--- src/rtl/atm_xlat_pkg.sv ---
package atm_xlat_pkg;

    localparam int VPI_W         = 12;
    localparam int VCI_W         = 16;
    localparam int PORT_W        = 2;
    localparam int HDR_BYTES     = 5;
    localparam int PAYLOAD_BYTES = 48;
    localparam int WORD_W        = 32;

    typedef enum logic [2:0] {
        ST_COLLECT,
        ST_DECIDE,
        ST_SEND_HDR,
        ST_PASS,
        ST_DISCARD
    } xlat_state_e;

    typedef struct packed {
        logic [3:0]       gfc;
        logic [VPI_W-1:0] vpi;
        logic [VCI_W-1:0] vci;
        logic [2:0]       pt;
        logic             clp;
    } hdr_fields_t;

    typedef struct packed {
        logic              vld;
        logic [VPI_W-1:0]  key_vpi;
        logic [VCI_W-1:0]  key_vci;
        logic [VPI_W-1:0]  new_vpi;
        logic [VCI_W-1:0]  new_vci;
        logic [PORT_W-1:0] port;
    } vc_entry_t;

    // CRC-8, generator x^8+x^2+x+1, MSB first, coset 0x55
    function automatic logic [7:0] hec_of(input logic [WORD_W-1:0] word);
        logic [7:0] crc;
        logic       fb;
        crc = 8'h00;
        for (int i = WORD_W - 1; i >= 0; i--) begin
            fb  = crc[7] ^ word[i];
            crc = {crc[6:0], 1'b0};
            if (fb) crc = crc ^ 8'h07;
        end
        return crc ^ 8'h55;
    endfunction

endpackage

--- src/rtl/atm_hdr_parse.sv ---
module atm_hdr_parse
    import atm_xlat_pkg::*;
(
    input  logic [WORD_W-1:0] raw_word,
    input  logic [7:0]        raw_hec,
    input  logic              nni,
    output hdr_fields_t       fields,
    output logic              hec_ok
);

    always_comb begin
        fields.vci = raw_word[19:4];
        fields.pt  = raw_word[3:1];
        fields.clp = raw_word[0];
        if (nni) begin
            fields.gfc = 4'h0;
            fields.vpi = raw_word[31:20];
        end else begin
            fields.gfc = raw_word[31:28];
            fields.vpi = {4'h0, raw_word[27:20]};
        end
        hec_ok = (hec_of(raw_word) == raw_hec);
    end

endmodule

--- src/rtl/atm_hdr_build.sv ---
module atm_hdr_build
    import atm_xlat_pkg::*;
(
    input  hdr_fields_t                fields,
    input  logic                       nni,
    output logic [HDR_BYTES*8-1:0]     hdr_bytes
);

    logic [WORD_W-1:0] word;

    always_comb begin
        if (nni) word = {fields.vpi, fields.vci, fields.pt, fields.clp};
        else     word = {fields.gfc, fields.vpi[7:0], fields.vci, fields.pt, fields.clp};
        hdr_bytes = {word, hec_of(word)};
    end

endmodule

--- src/rtl/atm_vc_table.sv ---
module atm_vc_table
    import atm_xlat_pkg::*;
#(
    parameter  int NUM_ENTRIES = 16,
    localparam int IDX_W       = $clog2(NUM_ENTRIES)
) (
    input  logic             clk,
    input  logic             rst_n,
    input  logic             wr_en,
    input  logic [IDX_W-1:0] wr_idx,
    input  vc_entry_t        wr_entry,
    input  logic [VPI_W-1:0] look_vpi,
    input  logic [VCI_W-1:0] look_vci,
    input  logic             path_only,
    output logic             hit,
    output vc_entry_t        hit_entry
);

    vc_entry_t              entries [NUM_ENTRIES];
    logic [NUM_ENTRIES-1:0] match;

    for (genvar g = 0; g < NUM_ENTRIES; g++) begin : g_entry
        always_ff @(posedge clk) begin
            if (!rst_n) begin
                entries[g] <= '0;
            end else if (wr_en && wr_idx == IDX_W'(g)) begin
                entries[g] <= wr_entry;
            end
        end

        assign match[g] = entries[g].vld
                        && entries[g].key_vpi == look_vpi
                        && (path_only || entries[g].key_vci == look_vci);
    end

    // lowest index wins: scan downward so the last assignment is the lowest match
    always_comb begin
        hit       = |match;
        hit_entry = '0;
        for (int i = NUM_ENTRIES - 1; i >= 0; i--) begin
            if (match[i]) hit_entry = entries[i];
        end
    end

endmodule

--- src/rtl/atm_vc_xlat.sv ---
module atm_vc_xlat
    import atm_xlat_pkg::*;
#(
    parameter  int NUM_ENTRIES = 16,
    parameter  int CNT_W       = 16,
    localparam int IDX_W       = $clog2(NUM_ENTRIES)
) (
    input  logic              clk,
    input  logic              rst_n,
    input  logic              cfg_nni,
    input  logic              cfg_path_only,
    input  logic              in_valid,
    output logic              in_ready,
    input  logic [7:0]        in_data,
    input  logic              in_sop,
    output logic              out_valid,
    input  logic              out_ready,
    output logic [7:0]        out_data,
    output logic              out_sop,
    output logic [PORT_W-1:0] out_port,
    output logic              miss_pulse,
    output logic [CNT_W-1:0]  hec_drop_cnt,
    input  logic              tbl_we,
    input  logic [IDX_W-1:0]  tbl_idx,
    input  logic              tbl_valid,
    input  logic [VPI_W-1:0]  tbl_key_vpi,
    input  logic [VCI_W-1:0]  tbl_key_vci,
    input  logic [VPI_W-1:0]  tbl_new_vpi,
    input  logic [VCI_W-1:0]  tbl_new_vci,
    input  logic [PORT_W-1:0] tbl_port
);

    localparam int HDR_W    = HDR_BYTES * 8;
    localparam int SEQ_W    = $clog2(PAYLOAD_BYTES);
    localparam int LAST_HDR = HDR_BYTES - 1;
    localparam int LAST_PAY = PAYLOAD_BYTES - 1;

    xlat_state_e       state, state_n;
    logic [SEQ_W-1:0]  seq;
    logic [HDR_W-1:0]  rx_sr;
    logic [HDR_W-1:0]  tx_sr;
    logic [PORT_W-1:0] port_q;
    logic              miss_q;
    logic [CNT_W-1:0]  drop_q;

    hdr_fields_t       rx_fields, tx_fields;
    logic              rx_hec_ok;
    logic              lk_hit;
    vc_entry_t         lk_entry, wr_entry;
    logic [HDR_W-1:0]  tx_built;

    logic hdr_last, pay_last, in_take;

    assign hdr_last = (seq == SEQ_W'(LAST_HDR));
    assign pay_last = (seq == SEQ_W'(LAST_PAY));
    // a new cell may only begin on a byte flagged as start
    assign in_take  = in_valid && (seq != '0 || in_sop);

    atm_hdr_parse u_parse (
        .raw_word (rx_sr[HDR_W-1:8]),
        .raw_hec  (rx_sr[7:0]),
        .nni      (cfg_nni),
        .fields   (rx_fields),
        .hec_ok   (rx_hec_ok)
    );

    always_comb begin
        wr_entry.vld     = tbl_valid;
        wr_entry.key_vpi = tbl_key_vpi;
        wr_entry.key_vci = tbl_key_vci;
        wr_entry.new_vpi = tbl_new_vpi;
        wr_entry.new_vci = tbl_new_vci;
        wr_entry.port    = tbl_port;
    end

    atm_vc_table #(.NUM_ENTRIES(NUM_ENTRIES)) u_table (
        .clk       (clk),
        .rst_n     (rst_n),
        .wr_en     (tbl_we),
        .wr_idx    (tbl_idx),
        .wr_entry  (wr_entry),
        .look_vpi  (rx_fields.vpi),
        .look_vci  (rx_fields.vci),
        .path_only (cfg_path_only),
        .hit       (lk_hit),
        .hit_entry (lk_entry)
    );

    always_comb begin
        tx_fields     = rx_fields;
        tx_fields.vpi = lk_entry.new_vpi;
        if (!cfg_path_only) tx_fields.vci = lk_entry.new_vci;
    end

    atm_hdr_build u_build (
        .fields    (tx_fields),
        .nni       (cfg_nni),
        .hdr_bytes (tx_built)
    );

    // next state
    always_comb begin
        state_n = state;
        unique case (state)
            ST_COLLECT:  if (in_take && hdr_last) state_n = ST_DECIDE;
            ST_DECIDE:   state_n = (rx_hec_ok && lk_hit) ? ST_SEND_HDR : ST_DISCARD;
            ST_SEND_HDR: if (out_ready && hdr_last) state_n = ST_PASS;
            ST_PASS:     if (in_valid && out_ready && pay_last) state_n = ST_COLLECT;
            ST_DISCARD:  if (in_valid && pay_last) state_n = ST_COLLECT;
            default:     state_n = ST_COLLECT;
        endcase
    end

    // state register
    always_ff @(posedge clk) begin
        if (!rst_n) state <= ST_COLLECT;
        else        state <= state_n;
    end

    // datapath registers
    always_ff @(posedge clk) begin
        if (!rst_n) begin
            seq    <= '0;
            rx_sr  <= '0;
            tx_sr  <= '0;
            port_q <= '0;
            miss_q <= 1'b0;
            drop_q <= '0;
        end else begin
            miss_q <= 1'b0;
            unique case (state)
                ST_COLLECT: begin
                    if (in_take) begin
                        rx_sr <= {rx_sr[HDR_W-9:0], in_data};
                        seq   <= hdr_last ? '0 : seq + 1'b1;
                    end
                end
                ST_DECIDE: begin
                    seq <= '0;
                    if (!rx_hec_ok) begin
                        drop_q <= drop_q + 1'b1;
                    end else if (!lk_hit) begin
                        miss_q <= 1'b1;
                    end else begin
                        tx_sr  <= tx_built;
                        port_q <= lk_entry.port;
                    end
                end
                ST_SEND_HDR: begin
                    if (out_ready) begin
                        tx_sr <= {tx_sr[HDR_W-9:0], 8'h00};
                        seq   <= hdr_last ? '0 : seq + 1'b1;
                    end
                end
                ST_PASS: begin
                    if (in_valid && out_ready) seq <= pay_last ? '0 : seq + 1'b1;
                end
                ST_DISCARD: begin
                    if (in_valid) seq <= pay_last ? '0 : seq + 1'b1;
                end
                default: seq <= '0;
            endcase
        end
    end

    // outputs
    always_comb begin
        in_ready  = 1'b0;
        out_valid = 1'b0;
        out_data  = 8'h00;
        out_sop   = 1'b0;
        unique case (state)
            ST_COLLECT:  in_ready = 1'b1;
            ST_DECIDE:   in_ready = 1'b0;
            ST_SEND_HDR: begin
                out_valid = 1'b1;
                out_data  = tx_sr[HDR_W-1:HDR_W-8];
                out_sop   = (seq == '0);
            end
            ST_PASS: begin
                out_valid = in_valid;
                in_ready  = out_ready;
                out_data  = in_data;
            end
            ST_DISCARD:  in_ready = 1'b1;
            default:     in_ready = 1'b0;
        endcase
    end

    assign out_port     = port_q;
    assign miss_pulse   = miss_q;
    assign hec_drop_cnt = drop_q;

endmodule

--- config.mk ---
export PLATFORM = sky130hd
export DESIGN_NAME = atm_vc_xlat
export DESIGN_NICKNAME = d
export VERILOG_FILES = /design/src/rtl/atm_xlat_pkg.sv /design/src/rtl/atm_hdr_parse.sv /design/src/rtl/atm_hdr_build.sv /design/src/rtl/atm_vc_table.sv /design/src/rtl/atm_vc_xlat.sv
export SDC_FILE = /design/constraint.sdc
export NUM_CORES = 2
export LEC_CHECK = 0
export ABC_CLOCK_PERIOD_IN_PS = 9150
export BUFFER_PORTS_ARGS = -buffer_cell sky130_fd_sc_hd__buf_2
export CAP_MARGIN = 10
export CELL_PAD_IN_SITES_DETAIL_PLACEMENT = 0
export CELL_PAD_IN_SITES_GLOBAL_PLACEMENT = 2
export CORE_ASPECT_RATIO = 1.75
export CORE_MARGIN = 5
export CORE_UTILIZATION = 40
export CTS_CLUSTER_DIAMETER = 120
export DETAILED_ROUTE_END_ITERATION = 7
export PLACE_DENSITY_LB_ADDON = 0.1
export REMOVE_ABC_BUFFERS = 1
export SETUP_SLACK_MARGIN = 0.5
export SYNTH_ARGS = -nofsm -noshare
export SYNTH_HDL_FRONTEND = slang
export SYNTH_SLANG_ARGS = --single-unit
export TNS_END_PERCENT = 30
--- constraint.sdc ---
create_clock -name clk -period 9.15 [get_ports clk]
set_input_delay 1.83 -clock clk [delete_from_list [all_inputs] [get_ports clk]]
set_output_delay 1.83 -clock clk [all_outputs]
set_load 0.02 [all_outputs]
== After elaboration in Yosys (flattened, before gate mapping) ==
Memory sizes are Yosys's and may differ from the RTL's.
Index checks and enable logic that the tools add are counted.
Storage, ports and cells
  flip-flop bits (word level): 108
  bits of input ports: 79
  output and inout port bits: 30
  word-level logic and storage cells: 473
  memories kept: 1
  bits in writable memories: 944
Memory list
  u_table.entries: depth 16, bits a word 59, rd ports 16, clocked after memory_dff 0, wr ports 16, RTL line atm_vc_table.sv:19  | vc_entry_t entries [NUM_ENTRIES];
Cells by class
  multiplexer cells: 170
  equality and inequality tests: 64
  add/sub/neg operators: 2
  bitwise logic cells: 143
  reduce and logical (&&, ||, !) cells: 86
Operator list (count)
  2-to-1 mux 59 bit: 16
  2-to-1 mux 30 bit: 16
  equality test 16 bit: 16
  2-to-1 mux 3 bit: 69
  equality test 12 bit: 16
  NOT 3 bit: 62
  2-to-1 mux 40 bit: 3
  one-hot mux 40 bit (2 select lines): 1
  logical AND 1 bit: 55
  bitwise XOR 1 bit: 52
  2-to-1 mux 1 bit: 51
  2-to-1 mux 6 bit: 6
  equality test 4 bit, second input constant: 8
  2-to-1 mux 16 bit: 2
  2-to-1 mux 32 bit: 1
  one-hot mux 6 bit (4 select lines): 1
  != test 2 bit, second input constant: 10
  logical OR 1 bit: 17
  adder 16 x 1 -> 16 bit, second input constant: 1
  equality test 4 x 3 -> 1 bit, second input constant: 4
  bitwise OR 1 bit: 16
  one-hot mux 8 bit (2 select lines): 1
  OR reduction 16 bit: 1
  one-hot mux 3 bit (5 select lines): 1
  22 further kinds: 39

== Logic depth before layout (Yosys ltp) ==
  word-level depth: 89
  gate-level depth with buffers: 21
  depth with buffers taken out: 14

== Hierarchy ==
Synthesis repeated with hierarchy kept, for this count alone.
Second synthesis, totals
  cells, all modules: 5265
  area, all modules: 56972.1 um^2
By module, submodules not included
  atm_vc_table: cells an instance 4432, instances 1, area an instance 49580.1 um^2, sequential area each 28347.2 um^2
  atm_vc_xlat: cells an instance 588, instances 1, area an instance 4804.6 um^2, sequential area each 2162.1 um^2
  atm_hdr_parse: cells an instance 131, instances 1, area an instance 1312.5 um^2, sequential area each 0.0 um^2
  atm_hdr_build: cells an instance 114, instances 1, area an instance 1275.0 um^2, sequential area each 0.0 um^2

== Worst setup path before layout ==
Ideal clock, no wire load.
  path type: input to register
  start point: input tbl_idx[0]
  end point: memory u_table.entries[0][236] (netlist bit), enable pin
  stages on the path: 3
  setup time: 557 ps
  arrival time: 6635 ps
  path buffers: 1
  slack: 1958 ps
  path through: or3b_2 -> clkbuf_1 -> o21ai_0
RTL lines
  start: declaration: RTL line atm_vc_xlat.sv:24  | input logic [IDX_W-1:0] tbl_idx,
  end: declaration: RTL line atm_vc_table.sv:19

== Worst setup path after layout ==
  start point: input cfg_nni
  end point: register tx_sr[6]
On the way
  cells in the longest elaborated chain, start to end: 49
  elaborated cells between the ends (all ways): 142
  those cells by class: eq/ne: 17; mux: 46; bitwise: 45; reduce/logical: 34
Ends and longest elaborated chain
  start: declaration: RTL line atm_vc_xlat.sv:10  | input logic cfg_nni,
  2-to-1 mux 16 bit: RTL line atm_hdr_parse.sv:15  | if (nni) begin
  equality test 12 bit: RTL line atm_vc_table.sv:32  | && entries[g].key_vpi == look_vpi
  logical AND 1 bit: RTL line atm_vc_table.sv:32
  logical AND 1 bit: RTL line atm_vc_table.sv:33  | && (path_only || entries[g].key_vci == look_vci);
  2-to-1 mux 30 bit (16 in series): RTL line atm_vc_table.sv:41  | if (match[i]) hit_entry = entries[i];
  2-to-1 mux 32 bit: RTL line atm_hdr_build.sv:12  | if (nni) word = {fields.vpi, fields.vci, fields.pt, fields.clp};
  bitwise XOR 1 bit: RTL line atm_xlat_pkg.sv:41  | fb = crc[7] ^ word[i];
  2-to-1 mux 3 bit: RTL line atm_xlat_pkg.sv:43  | if (fb) crc = crc ^ 8'h07;
  [... 18 more ...]
  NOT 3 bit (no line)
  2-to-1 mux 3 bit: RTL line atm_xlat_pkg.sv:43
  NOT 3 bit (no line)
  2-to-1 mux 3 bit: RTL line atm_xlat_pkg.sv:43
  NOT 4 bit (no line)
  2-to-1 mux 40 bit: RTL line atm_vc_xlat.sv:142  | end else if (!lk_hit) begin
  2-to-1 mux 40 bit: RTL line atm_vc_xlat.sv:140  | if (!rx_hec_ok) begin
  one-hot mux 40 bit (2 select lines): RTL line atm_vc_xlat.sv:131  | unique case (state)
  end signal: assignment: RTL line atm_vc_xlat.sv:145  | tx_sr <= tx_built;
  end signal: assignment: RTL line atm_vc_xlat.sv:151  | tx_sr <= {tx_sr[HDR_W-9:0], 8'h00};
  end: declaration: RTL line atm_vc_xlat.sv:41  | logic [HDR_W-1:0] tx_sr;
Several ways; a longest one is shown, not always the timed one. The select of a mux whose other input is x is not followed.
A chain may end at the register's enable or synchronous reset.

==> impl_metrics.yaml <==
pwr:
  power_density_nw_per_um2: 186
  ir_drop_v: 0.000161
  p_leak_nw: 21.3
worst_setup_path:
  path_max_fanout: 31
  required_ns: 9.80
  critical_path_class: "primary input to flop"
  start_kind: "primary input"
  cp-end-kind: "flop"
  cp.arrival_ns: 7.92
layout:
  regArea_um2: 30500
  final_common_cell: "and2_1"
  layout-drive-gt1-share: 0.116
  multi_input_area_um2: 22900
  nets: 4960
  most-common-layout-cells: "and2_1, edfxtp_1, xnor2_1"
  syn_to_final_growth_pct: 11.5
  fill_cells: 12700
floorplanning:
  boundaryPins: 109
  initial_utilization: 0.402
  die_y_um: 501
  rows: 180
  die_w_um: 291
  design.die.area_um2: 146000
  fp.coreArea_um2: 137000
clock_network:
  cts_tree: "built"
  cts_max_level: 3
  cts_buffers: 105
  worstSkewPairLatency_ns: 0.76
  cts_resized: 0
  ctsHoldBuffers: 0
  clkSinkCount: 1052
  clock-root-buffer: "clkbuf_16"
  clk_pin_slew_worst_paths_ns: 0.07
  post_cts_buffers: 0
  cts_buffer_depth: 3
synthesis:
  async_flop_share: 0
  synth-seq-cells: 1052
  synth_edf_count: 944
  synth_ff_type: "edfxtp_1"
  synthCells: 4859
  synth_area_per_cell_um2: 11.3
  synthDistinctLibCells: 108
  syn_area_um2: 55100
  synth.yosys.warnings: 0
  yosysSeqAreaShare: 0.554
detailed_routing:
  num_vias: 39700
  wl_per_cell_um: 33.3
  drc: 0
  routed_wl_um: 226000
  drtAntennaViolNets: 0
  detail_route.iter0.violations: 3851
  dr.pass1.iters: 8
  vias_per_cell: 5.85
timing:
  setup_viol: 0
  period_needed_ns: 7.27
  tightest_slew_ns: 1.41
  final-hold-violation-count: 0
  rsz0062_at_grt: "false"
  worst_clock_skew_ns: 0.0465
  fmax_mhz: 138
  slew_headroom: 0.0537
  drv_slew: 0
  finalSetupTns_ns: 0
  holdWs_ns: 0.452
  fin_crit_sh: 0.794
global_routing:
  grt_pass1_vias: 39200
  grt_pass1_wl_um: 312000
  grt_usage: 0.301
  antenna_found_initial: 13
  grt-ovfl-total: 0
  grt_max_degree: 60
placement:
  finalWeightedCongestion: 0.916
  port_buffers: 108
  hpwl_um: 155000
outcome:
  status: "finished clean"
run:
  maxCapViolations: 0
hold_path:
  min_path_type: "flop to flop"
==> where the power goes <==
group / switching (W) / leakage, nW / internal (W)
registers: 0.000182 / 9.92 / 0.00552
logic: 0.000772 / 9.69 / 0.000362
clock network: 0.00200 / 1.71 / 0.00258
==> registers in the layout, indices dropped and copies added (netlist names) <==
register and count:
state 3, hec_drop_cnt 16, u_table.entries 944, miss_pulse 1
tx_sr 40, out_port 2, rx_sr 40, seq 6
==> metrics by stage <==
stage / power [W] / instance area, um2 / instances / utilization / setup slack, ns
floorplan: 0.00639 / 53300 / 4484 / - / 2.03
global placement: 0.00693 / 57900 / 6591 / 0.422 / 1.20
detailed placement: 0.00694 / 57900 / 6591 / 0.422 / 1.15
CTS: 0.0115 / 61400 / 6785 / 0.448 / 1.94
global route: 0.0117 / 61400 / 6786 / 0.448 / 1.54
finish: 0.0114 / 61400 / 6791 / 0.448 / 1.88
==> routing by layer <==
metal / global-route usage / wire length [um] / vias up
met5: 0 / 13 / -
met4: 0.165 / 15400 / 2
met2: 0.554 / 117000 / 1590
met3: 0.0361 / 12400 / 522
met1: 0.338 / 81200 / 20100
li1: - / - / 17500
==> worst paths after layout <==
| path | startpoint | end | slack [ns] | cells past startpoint |
|---|---|---|---|---|
| worst max-delay path | cfg_nni | tx_sr[6] | 1.88 | 16 |
| worst max register to register | rx_sr[18] | tx_sr[7] | 1.91 | 15 |
| worst min register to register | tx_sr[27] | tx_sr[27] | 0.45 | 2 |
| worst min-delay path | tx_sr[27] | tx_sr[27] | 0.45 | 2 |
==> cells by family (layout without fill, tap and decap cells) <==
| group | after synthesis | count (layout) | synth area share |
|---|---|---|---|
| simple gates | 2097 | 2097 | 0.214 |
| flops | 1052 | 1052 | 0.554 |
| compound gates | 703 | 703 | 0.0933 |
| xor+xnor | 546 | 546 | 0.0968 |
| buf+inv | 432 | 538 | 0.0366 |
| mux | 26 | 26 | 0.00486 |
| fa+ha+maj | 3 | 3 | 0.000681 |
| other cells | 0 | 6 | 0 |
==> critical path, stage by stage <==
cell and delay, ns:
buf_2 0.32, nor4_1 0.38, a22oi_1 0.16, a2111oi_2 1.16, and3_1 0.80, buf_4 0.38, nand3_1 0.11, a31o_2 0.28
o311ai_1 0.16, a41oi_4 0.30, xnor2_2 0.26, xor2_1 0.41, xnor2_1 0.22, xor3_1 0.53, xnor3_1 0.37, a22o_1 0.20
==> cell type report <==
class	count	share of cell area
Clock inverter	65	0.0117
Sequential cell	1052	0.497
Timing Repair Buffer	287	0.0315
Multi-Input combinational cell	3375	0.374
Clock buffer	129	0.0458
Inverter	57	0.00352
Antenna cell	6	0.000244
Tap cell	1820	0.0371
==> cell usage after synthesis (32+ instances only) <==
cell type | count | area share
nand2_1 | 297 | 0.020
or3_1 | 34 | 0.0039
o21ai_0 | 126 | 0.011
edfxtp_1 | 944 | 0.51
xnor2_1 | 411 | 0.065
nor2_1 | 238 | 0.016
a221oi_1 | 37 | 0.0059
nor3_1 | 97 | 0.0088
xor2_1 | 93 | 0.015
and3_1 | 41 | 0.0047
nand3_1 | 123 | 0.011
a21oi_1 | 158 | 0.014
buf_4 | 35 | 0.0048
clkbuf_1 | 236 | 0.016
buf_2 | 75 | 0.0068
and2_1 | 956 | 0.11
inv_1 | 56 | 0.0038
dfxtp_1 | 108 | 0.039
a211oi_1 | 32 | 0.0044
nand4_1 | 128 | 0.015
Note: power is estimated with default switching activity, not from simulation.
